--- src/rtl/gpx_pkg.sv ---
package gpx_pkg;
  localparam int ADDR_W = 3;
  typedef enum logic [1:0] {
    K_INPUT  = 2'd0,
    K_OUTPUT = 2'd1,
    K_POLAR  = 2'd2,
    K_DIR    = 2'd3
  } reg_kind_e;
endpackage

--- src/rtl/gpx_pointer.sv ---
module gpx_pointer #(
  parameter int ADDR_W = 3,
  parameter int LOAD_W = ADDR_W + 1
) (
  input  logic              clk,
  input  logic              rst,
  input  logic              load,
  input  logic [LOAD_W-1:0] load_val,
  input  logic              access,
  output logic [ADDR_W-1:0] eff_addr,
  output logic [ADDR_W-1:0] ptr_q
);
  logic [ADDR_W-1:0] ptr_nx;

  // loaded value is used by an access in the same cycle
  assign eff_addr = load ? load_val[ADDR_W-1:0] : ptr_q;
  assign ptr_nx   = access ? {eff_addr[ADDR_W-1:1], ~eff_addr[0]} : eff_addr;

  always_ff @(posedge clk) begin
    if (rst) ptr_q <= '0;
    else     ptr_q <= ptr_nx;
  end

  p_toggle_r3: assert property (@(posedge clk) disable iff (rst)
    (access && !load) |=> (ptr_q[ADDR_W-1:1] == $past(ptr_q[ADDR_W-1:1]) &&
                           ptr_q[0] != $past(ptr_q[0])));
  p_idle_r3: assert property (@(posedge clk) disable iff (rst)
    (!access && !load) |=> $stable(ptr_q));
  p_mask_r8: assert property (@(posedge clk) disable iff (rst)
    (load && !access) |=> (ptr_q == $past(load_val[ADDR_W-1:0])));
  p_load_access_r9: assert property (@(posedge clk) disable iff (rst)
    (load && access) |=> (ptr_q[ADDR_W-1:1] == $past(load_val[ADDR_W-1:1]) &&
                          ptr_q[0] != $past(load_val[0])));
endmodule

--- src/rtl/gpx_store.sv ---
module gpx_store
  import gpx_pkg::*;
#(
  parameter int PORT_W = 8,
  parameter int NPORT  = 2,
  localparam int SEL_W = (NPORT > 1) ? $clog2(NPORT) : 1
) (
  input  logic                         clk,
  input  logic                         rst,
  input  logic                         we,
  input  reg_kind_e                    kind,
  input  logic [SEL_W-1:0]             port_sel,
  input  logic [PORT_W-1:0]            wdata,
  output logic [NPORT-1:0][PORT_W-1:0] out_q,
  output logic [NPORT-1:0][PORT_W-1:0] pol_q,
  output logic [NPORT-1:0][PORT_W-1:0] dir_q,
  output logic [NPORT-1:0][PORT_W-1:0] pin_oe,
  output logic [NPORT-1:0][PORT_W-1:0] pin_out
);
  for (genvar p = 0; p < NPORT; p++) begin : g_port
    logic hit;
    assign hit = we && (port_sel == SEL_W'(p));

    always_ff @(posedge clk) begin
      if (rst) begin
        out_q[p] <= '1;
        pol_q[p] <= '0;
        dir_q[p] <= '1;
      end else if (hit) begin
        case (kind)
          K_OUTPUT: out_q[p] <= wdata;
          K_POLAR:  pol_q[p] <= wdata;
          K_DIR:    dir_q[p] <= wdata;
          default:  ; // input image is not writable
        endcase
      end
    end

    assign pin_oe[p]  = ~dir_q[p];
    assign pin_out[p] = out_q[p] & ~dir_q[p];
  end

  p_input_ro_r5: assert property (@(posedge clk) disable iff (rst)
    (we && kind == K_INPUT) |=> ($stable(out_q) && $stable(pol_q) && $stable(dir_q)));
endmodule

--- src/rtl/gpx_readpath.sv ---
module gpx_readpath
  import gpx_pkg::*;
#(
  parameter int PORT_W = 8,
  parameter int NPORT  = 2,
  localparam int SEL_W = (NPORT > 1) ? $clog2(NPORT) : 1
) (
  input  logic                         clk,
  input  logic                         rst,
  input  logic [NPORT-1:0][PORT_W-1:0] pin_in,
  input  logic [NPORT-1:0][PORT_W-1:0] out_q,
  input  logic [NPORT-1:0][PORT_W-1:0] pol_q,
  input  logic [NPORT-1:0][PORT_W-1:0] dir_q,
  input  logic                         rd_req,
  input  reg_kind_e                    kind,
  input  logic [SEL_W-1:0]             port_sel,
  output logic [PORT_W-1:0]            rd_data,
  output logic                         rd_valid
);
  logic [NPORT-1:0][PORT_W-1:0] in_q;
  logic [PORT_W-1:0]            sel_byte;

  always_ff @(posedge clk) begin
    if (rst) in_q <= '0;
    else     in_q <= pin_in;
  end

  always_comb begin
    case (kind)
      K_INPUT:  sel_byte = in_q[port_sel] ^ pol_q[port_sel];
      K_OUTPUT: sel_byte = out_q[port_sel];
      K_POLAR:  sel_byte = pol_q[port_sel];
      default:  sel_byte = dir_q[port_sel];
    endcase
  end

  always_ff @(posedge clk) begin
    if (rst) begin
      rd_data  <= '0;
      rd_valid <= 1'b0;
    end else begin
      rd_valid <= rd_req;
      if (rd_req) rd_data <= sel_byte;
    end
  end

  p_hold_r10: assert property (@(posedge clk) disable iff (rst)
    !rd_req |=> $stable(rd_data));
  p_valid_r11: assert property (@(posedge clk) disable iff (rst)
    rd_req |=> rd_valid);
  p_novalid_r11: assert property (@(posedge clk) disable iff (rst)
    !rd_req |=> !rd_valid);
endmodule

--- src/rtl/gpx_regbank.sv ---
module gpx_regbank
  import gpx_pkg::*;
#(
  parameter int PORT_W = 8,
  localparam int NPORT  = 2,
  localparam int PINS   = NPORT * PORT_W,
  localparam int LOAD_W = ADDR_W + 1
) (
  input  logic              clk,
  input  logic              rst,
  input  logic              ptr_load,
  input  logic [LOAD_W-1:0] ptr_val,
  input  logic              wr_stb,
  input  logic [PORT_W-1:0] wr_data,
  input  logic              rd_req,
  output logic [PORT_W-1:0] rd_data,
  output logic              rd_valid,
  input  logic [PINS-1:0]   pin_in,
  output logic [PINS-1:0]   pin_oe,
  output logic [PINS-1:0]   pin_out
);
  logic [ADDR_W-1:0]            eff_addr;
  logic [ADDR_W-1:0]            ptr_q;
  reg_kind_e                    kind;
  logic [0:0]                   port_sel;
  logic [NPORT-1:0][PORT_W-1:0] out_q, pol_q, dir_q, oe_w, drv_w, pins_w;

  assign kind     = reg_kind_e'(eff_addr[ADDR_W-1:1]);
  assign port_sel = eff_addr[0];
  assign pins_w   = pin_in;
  assign pin_oe   = oe_w;
  assign pin_out  = drv_w;

  gpx_pointer #(.ADDR_W(ADDR_W), .LOAD_W(LOAD_W)) u_ptr (
    .clk(clk), .rst(rst), .load(ptr_load), .load_val(ptr_val),
    .access(wr_stb | rd_req), .eff_addr(eff_addr), .ptr_q(ptr_q)
  );

  gpx_store #(.PORT_W(PORT_W), .NPORT(NPORT)) u_store (
    .clk(clk), .rst(rst), .we(wr_stb), .kind(kind), .port_sel(port_sel),
    .wdata(wr_data), .out_q(out_q), .pol_q(pol_q), .dir_q(dir_q),
    .pin_oe(oe_w), .pin_out(drv_w)
  );

  gpx_readpath #(.PORT_W(PORT_W), .NPORT(NPORT)) u_rd (
    .clk(clk), .rst(rst), .pin_in(pins_w), .out_q(out_q), .pol_q(pol_q),
    .dir_q(dir_q), .rd_req(rd_req), .kind(kind), .port_sel(port_sel),
    .rd_data(rd_data), .rd_valid(rd_valid)
  );

  p_undriven_r6: assert property (@(posedge clk) disable iff (rst)
    ((pin_out & ~pin_oe) == '0));
  p_reset_r1: assert property (@(posedge clk)
    rst |=> (pin_oe == '0 && pin_out == '0));
endmodule

--- config.mk ---
export PLATFORM = sky130hd
export DESIGN_NAME = gpx_regbank
export DESIGN_NICKNAME = d
export VERILOG_FILES = /design/src/rtl/gpx_pkg.sv /design/src/rtl/gpx_pointer.sv /design/src/rtl/gpx_store.sv /design/src/rtl/gpx_readpath.sv /design/src/rtl/gpx_regbank.sv
export SDC_FILE = /design/constraint.sdc
export NUM_CORES = 1
export LEC_CHECK = 0
export BUFFER_PORTS_ARGS = -buffer_cell sky130_fd_sc_hd__clkbuf_2
export CAP_MARGIN = 20
export CORE_ASPECT_RATIO = 0.5
export CORE_MARGIN = 3
export CORE_UTILIZATION = 35
export CTS_BUF_LIST = sky130_fd_sc_hd__clkbuf_4
export DETAILED_ROUTE_END_ITERATION = 6
export PLACE_DENSITY = 0.56
export SYNTH_ARGS = -nofsm -noshare
export SYNTH_HDL_FRONTEND = slang
export SYNTH_SLANG_ARGS = --single-unit
--- constraint.sdc ---
create_clock -name clk -period 4.9 [get_ports clk]
set_clock_uncertainty 0.05 [all_clocks]
set_input_delay 1.47 -clock clk [delete_from_list [all_inputs] [get_ports clk]]
set_output_delay 1.47 -clock clk [all_outputs]
set_load 0.05 [all_outputs]
Word level (Yosys, flattened, before mapping)
Cells that the tools add are included.
{"block": "totals", "reg_bits": 76, "input_bits": 33, "output_inout_bits": 41, "wordCells": 42}
{"block": "op_classes", "magnitude_cmp": 1, "n_eq_ne": 3, "muxes": 11, "bitwise_logic": 7, "reduce_logical": 9}
{"op": "8-bit 2-to-1 mux", "n": 8}
{"op": "8-bit case mux with 3 select lines", "n": 1}
{"op": "8-bit AND", "n": 2}
{"op": "8-bit NOT", "n": 2}
{"op": "2-bit AND reduction", "n": 6}
{"op": "8-bit XOR", "n": 1}
{"op": "2-bit == test, second input constant", "n": 2}
{"op": "3-bit 2-to-1 mux", "n": 1}
{"op": "2-bit by 1-bit == test with 1-bit output, second input constant", "n": 1}
{"op": "1-bit logical AND", "n": 2}
{"op": "2-bit logical NOT", "n": 1}
{"op": "1-bit by 2-bit less-than comparator with 1-bit output, second input constant", "n": 1}
{"op": "1-bit 2-to-1 mux", "n": 1}
{"op": "1-bit NOT", "n": 1}
{"op": "1-bit bitwise OR", "n": 1}

Logic depth before layout (Yosys ltp)
{"block": "depth", "ltp_word": 5, "depth_mapped": 8, "ltp_nobuf": 4}

Cells and area by module
Synthesis repeated with hierarchy kept, for this count alone.
{"block": "unflattened", "cells_unflattened": 376, "hier_area_um2": 3626.0}
{"mod": "gpx_store", "n_inst": 1, "cells_each": 210, "area_each_um2": 2034.5, "seq_area_each_um2": 960.9}
{"mod": "gpx_readpath", "n_inst": 1, "cells_each": 152, "area_each_um2": 1435.1, "seq_area_each_um2": 500.5}
{"mod": "gpx_pointer", "n_inst": 1, "cells_each": 13, "area_each_um2": 150.1, "seq_area_each_um2": 60.1}
{"mod": "gpx_regbank", "n_inst": 1, "cells_each": 1, "area_each_um2": 6.3, "seq_area_each_um2": 0.0}

Worst setup path after synthesis
OpenSTA, ideal clock, no wires.
{"block": "synth_path", "path_kind": "input to register", "from": "in ptr_load", "to": "reg u_rd.rd_data[0]", "setup_ps": 141, "t_arrival_ps": 2737, "required_ps": 4709, "path_slack_ps": 1971, "cell_stages": 7, "path_buffers": 3, "cell_sequence": "buf_6 mux2_4 buf_6 buf_6 mux2i_1 a222oi_1 a311oi_1"}
{"block": "synth_via", "elab_chain_cells": 5, "word_cells_on_any_way": 14, "classes_between": "2 x eq/ne; 10 x mux; 1 x bitwise; 1 x reduce/logical"}
{"element": "start: declaration", "line": "gpx_regbank.sv:11", "rtl": "input logic ptr_load,"}
{"element": "3-bit 2-to-1 mux (*)", "line": "gpx_pointer.sv:16", "rtl": "assign eff_addr = load ? load_val[ADDR_W-1:0] : ptr_q;"}
{"element": "8-bit 2-to-1 mux (on tied branches) (2 in series)", "line": "gpx_readpath.sv:30, gpx_readpath.sv:32"}
{"element": "8-bit XOR", "line": "gpx_readpath.sv:30", "rtl": "K_INPUT: sel_byte = in_q[port_sel] ^ pol_q[port_sel];"}
{"element": "8-bit case mux with 3 select lines (*)", "line": "gpx_readpath.sv:29", "rtl": "case (kind)"}
{"element": "end signal: assignment", "line": "gpx_readpath.sv:43", "rtl": "if (rd_req) rd_data <= sel_byte;"}
{"element": "end: declaration", "line": "gpx_readpath.sv:17", "rtl": "output logic [PORT_W-1:0] rd_data,"}
Every way passes the cells marked *; elsewhere a longest branch is shown, timed or not. The select of a mux whose other input is x is not followed.
A chain may end at the register's enable or synchronous reset.

Worst setup path after layout
{"block": "layout_path", "from": "in ptr_load", "to": "reg u_rd.rd_data[3]"}
Same word-level chain as after synthesis.

==> reports/results.tsv <==
metric	value	unit
syn_avg_cell_area	9.81	um^2
drc	0	
power	1.25	mW
nets	455	
clk_pin_slew	0.12	ns
status	complete, no violations	
power.density	307	mW/mm^2
grt-ovfl-total	0	
cts_tree	done	
cts_resized	0	
worst_slew_pin_slew	0.760	ns
drt-initial-drc-count	205	
cts_sinks	76	
ys.warnings.count	0	
reg2reg_slack	2.96	ns
ys_top_cells_by_count	76 x dfxtp_1, 52 x nor2_1, 33 x nor2b_1	
synth_area_leaders	dfxtp_1 43%, a211o_1 7.9%, mux2i_1 7.7%	
worstPathMaxFanout	29	
cts_hold_buffers	0	
fp.dieH	77.0	um
report.final.slew_viol_count	0	
peakVddDrop	0.106	mV
crit_start	ptr_load	
row_count	25	
end_kind	register	
grt_max_degree	44	
r2r_start	u_ptr.ptr_q[0]	
hold_depth	2	
clock_latency	0.43	ns
critical_path_class	input pin to register	
syn_area	0.00353	mm^2
synthArstFlopShare	0	%
synth_most_common_cell	dfxtp_1	
worstPathArrival	3.26	ns
min_from	u_rd.rd_data[6]	
leakage	1.96	nW
yosysUniqueCellTypes	33	
rsz0062_at_grt	no	
fmax	333	MHz
gr-usage-all-layers	16.0	%
r2r-end	u_rd.rd_data[3]	
cap_viol_max_count	0	
synth_nets	393	
grt_pass1_wl	14300	um
synth_top_area_share	43.1	%
synth_edf_count	0	
final_layout_size_suffix_gt1_share	26.5	%
reg2regPathDepth	5	
vias	2697	
start_util	36.6	%
die_x	148	um
fin_crit_sh	61.3	%
fin_util	42.2	%
seqCellArea	0.00152	mm^2
port_buffers	72	
whs	0.443	ns
h-tree-depth	3	
grt_pass1_vias	2536	
synth_flop_cell	dfxtp_1	
ant_nets	0	
synthToLayoutAreaGrowth	15.2	%
hold_class	register to register	
seq_area_frac_synth	43.1	%
yosysTopAreaCell	dfxtp_1	
coreArea	0.00963	mm^2
worst_slack	1.90	ns
ys_ff_latch	76	
hpwlAfterDp	6360	um
die_area	0.0114	mm^2
clock_path_buffers	2	
final_hold_viol_count	0	
syn_inst	360	
diodes	0	
antenna_found_initial	0	
fillCellCount	1012	
viasPerCell	4.80	
min_period	3.00	ns
min_to	u_rd.rd_data[6]	
setup.worst_path.start_class	input pin	
post_cts_buffers	0	
cts_buffers	9	
multi_input_area	0.00177	mm^2
firstDrtPassIters	4	
wire_per_inst	15.5	um
globalplace.congestion	0.748	
setup_viol	0	
tns	0	ns
worstPathRequired	5.16	ns
place_ws	1.39	ns
root_buffer	clkbuf_4	
slew_headroom	49.2	%
io_pins	74	
wl	8710	um
worst max path at each step:
stage | slack (ns) | end
final | 1.90 | u_rd.rd_data[3]
after floorplan | 1.97 | u_rd.rd_data[0]
after global routing | 1.80 | u_rd.rd_data[3]
after CTS | 1.90 | u_rd.rd_data[3]
after detailed placement | 1.39 | u_rd.rd_data[3]
after global placement | 1.42 | u_rd.rd_data[3]
power by group:
part	switching [mW]	internal, mW
registers	0.0177	0.645
logic	0.138	0.0763
clock network	0.214	0.156
total	0.370	0.877
flip-flops by register name, indices dropped and copies added, names as in the netlist:
register	cells
u_ptr.ptr_q	3
u_rd.rd_valid	1
u_store.dir_q	16
u_rd.in_q	16
u_store.pol_q	16
u_rd.rd_data	8
u_store.out_q	16
stage by stage:
stage / instances / cell area (um^2)
3_5_place_dp: 546 / 3940
4_1_cts: 562 / 4070
6_report: 562 / 4070
3_3_place_gp: 546 / 3940
2_1_floorplan: 360 / 3530
5_1_grt: 562 / 4070
placed cells by master (no fill, tap or decap), types with 4 or more instances in the layout:
cell,Yosys,final
dfxtp_1,76,76
clkbuf_2,2,72
nor2_1,52,52
nor2b_1,33,33
a211o_1,32,32
mux2i_1,27,26
inv_1,24,24
mux2_2,11,11
clkbuf_4,0,10
xnor2_1,9,9
a222oi_1,8,8
xor2_1,8,8
nand2_1,8,8
o211ai_1,8,8
a311oi_1,8,8
and2_1,8,8
o211ai_2,5,5
mux2_1,4,4
layout make-up:
type,instances,share of cell area [%]
Multi-Input combinational cell,236,43.6
Sequential cell,76,37.4
Timing Repair Buffer,75,9.41
Tap cell,135,4.15
Inverter,24,2.21
Clock buffer,10,1.85
Clock inverter,6,1.35
critical path: stages:
cell and delay [ns]:
clkbuf_2 0.25, mux2i_2 0.23, buf_4 0.33, mux2_2 0.41
a222oi_1 0.40, a311oi_1 0.16
kinds of logic (layout without fill, tap and decap cells):
family / Yosys count / count (layout) / synth area share [%]
and+or+nand+nor: 112 / 112 / 16.1
DFF: 76 / 76 / 43.1
AOI/OAI and AO/OA: 63 / 63 / 16.5
buffers and inverters: 48 / 115 / 6.77
muxes: 44 / 44 / 13.3
xor gates and xnor gates: 17 / 17 / 4.22
per-layer routing:
| metal | vias up | wire (um) | GRT usage [%] |
|---|---|---|---|
| li1 | 1371 | - | - |
| met1 | 1254 | 4670 | 25.2 |
| met2 | 68 | 3410 | 20.5 |
| met3 | 4 | 567 | 5.02 |
| met4 | 0 | 58 | 4.24 |
| met5 | - | 0 | 0 |
Power figures use the tool's default switching activity.
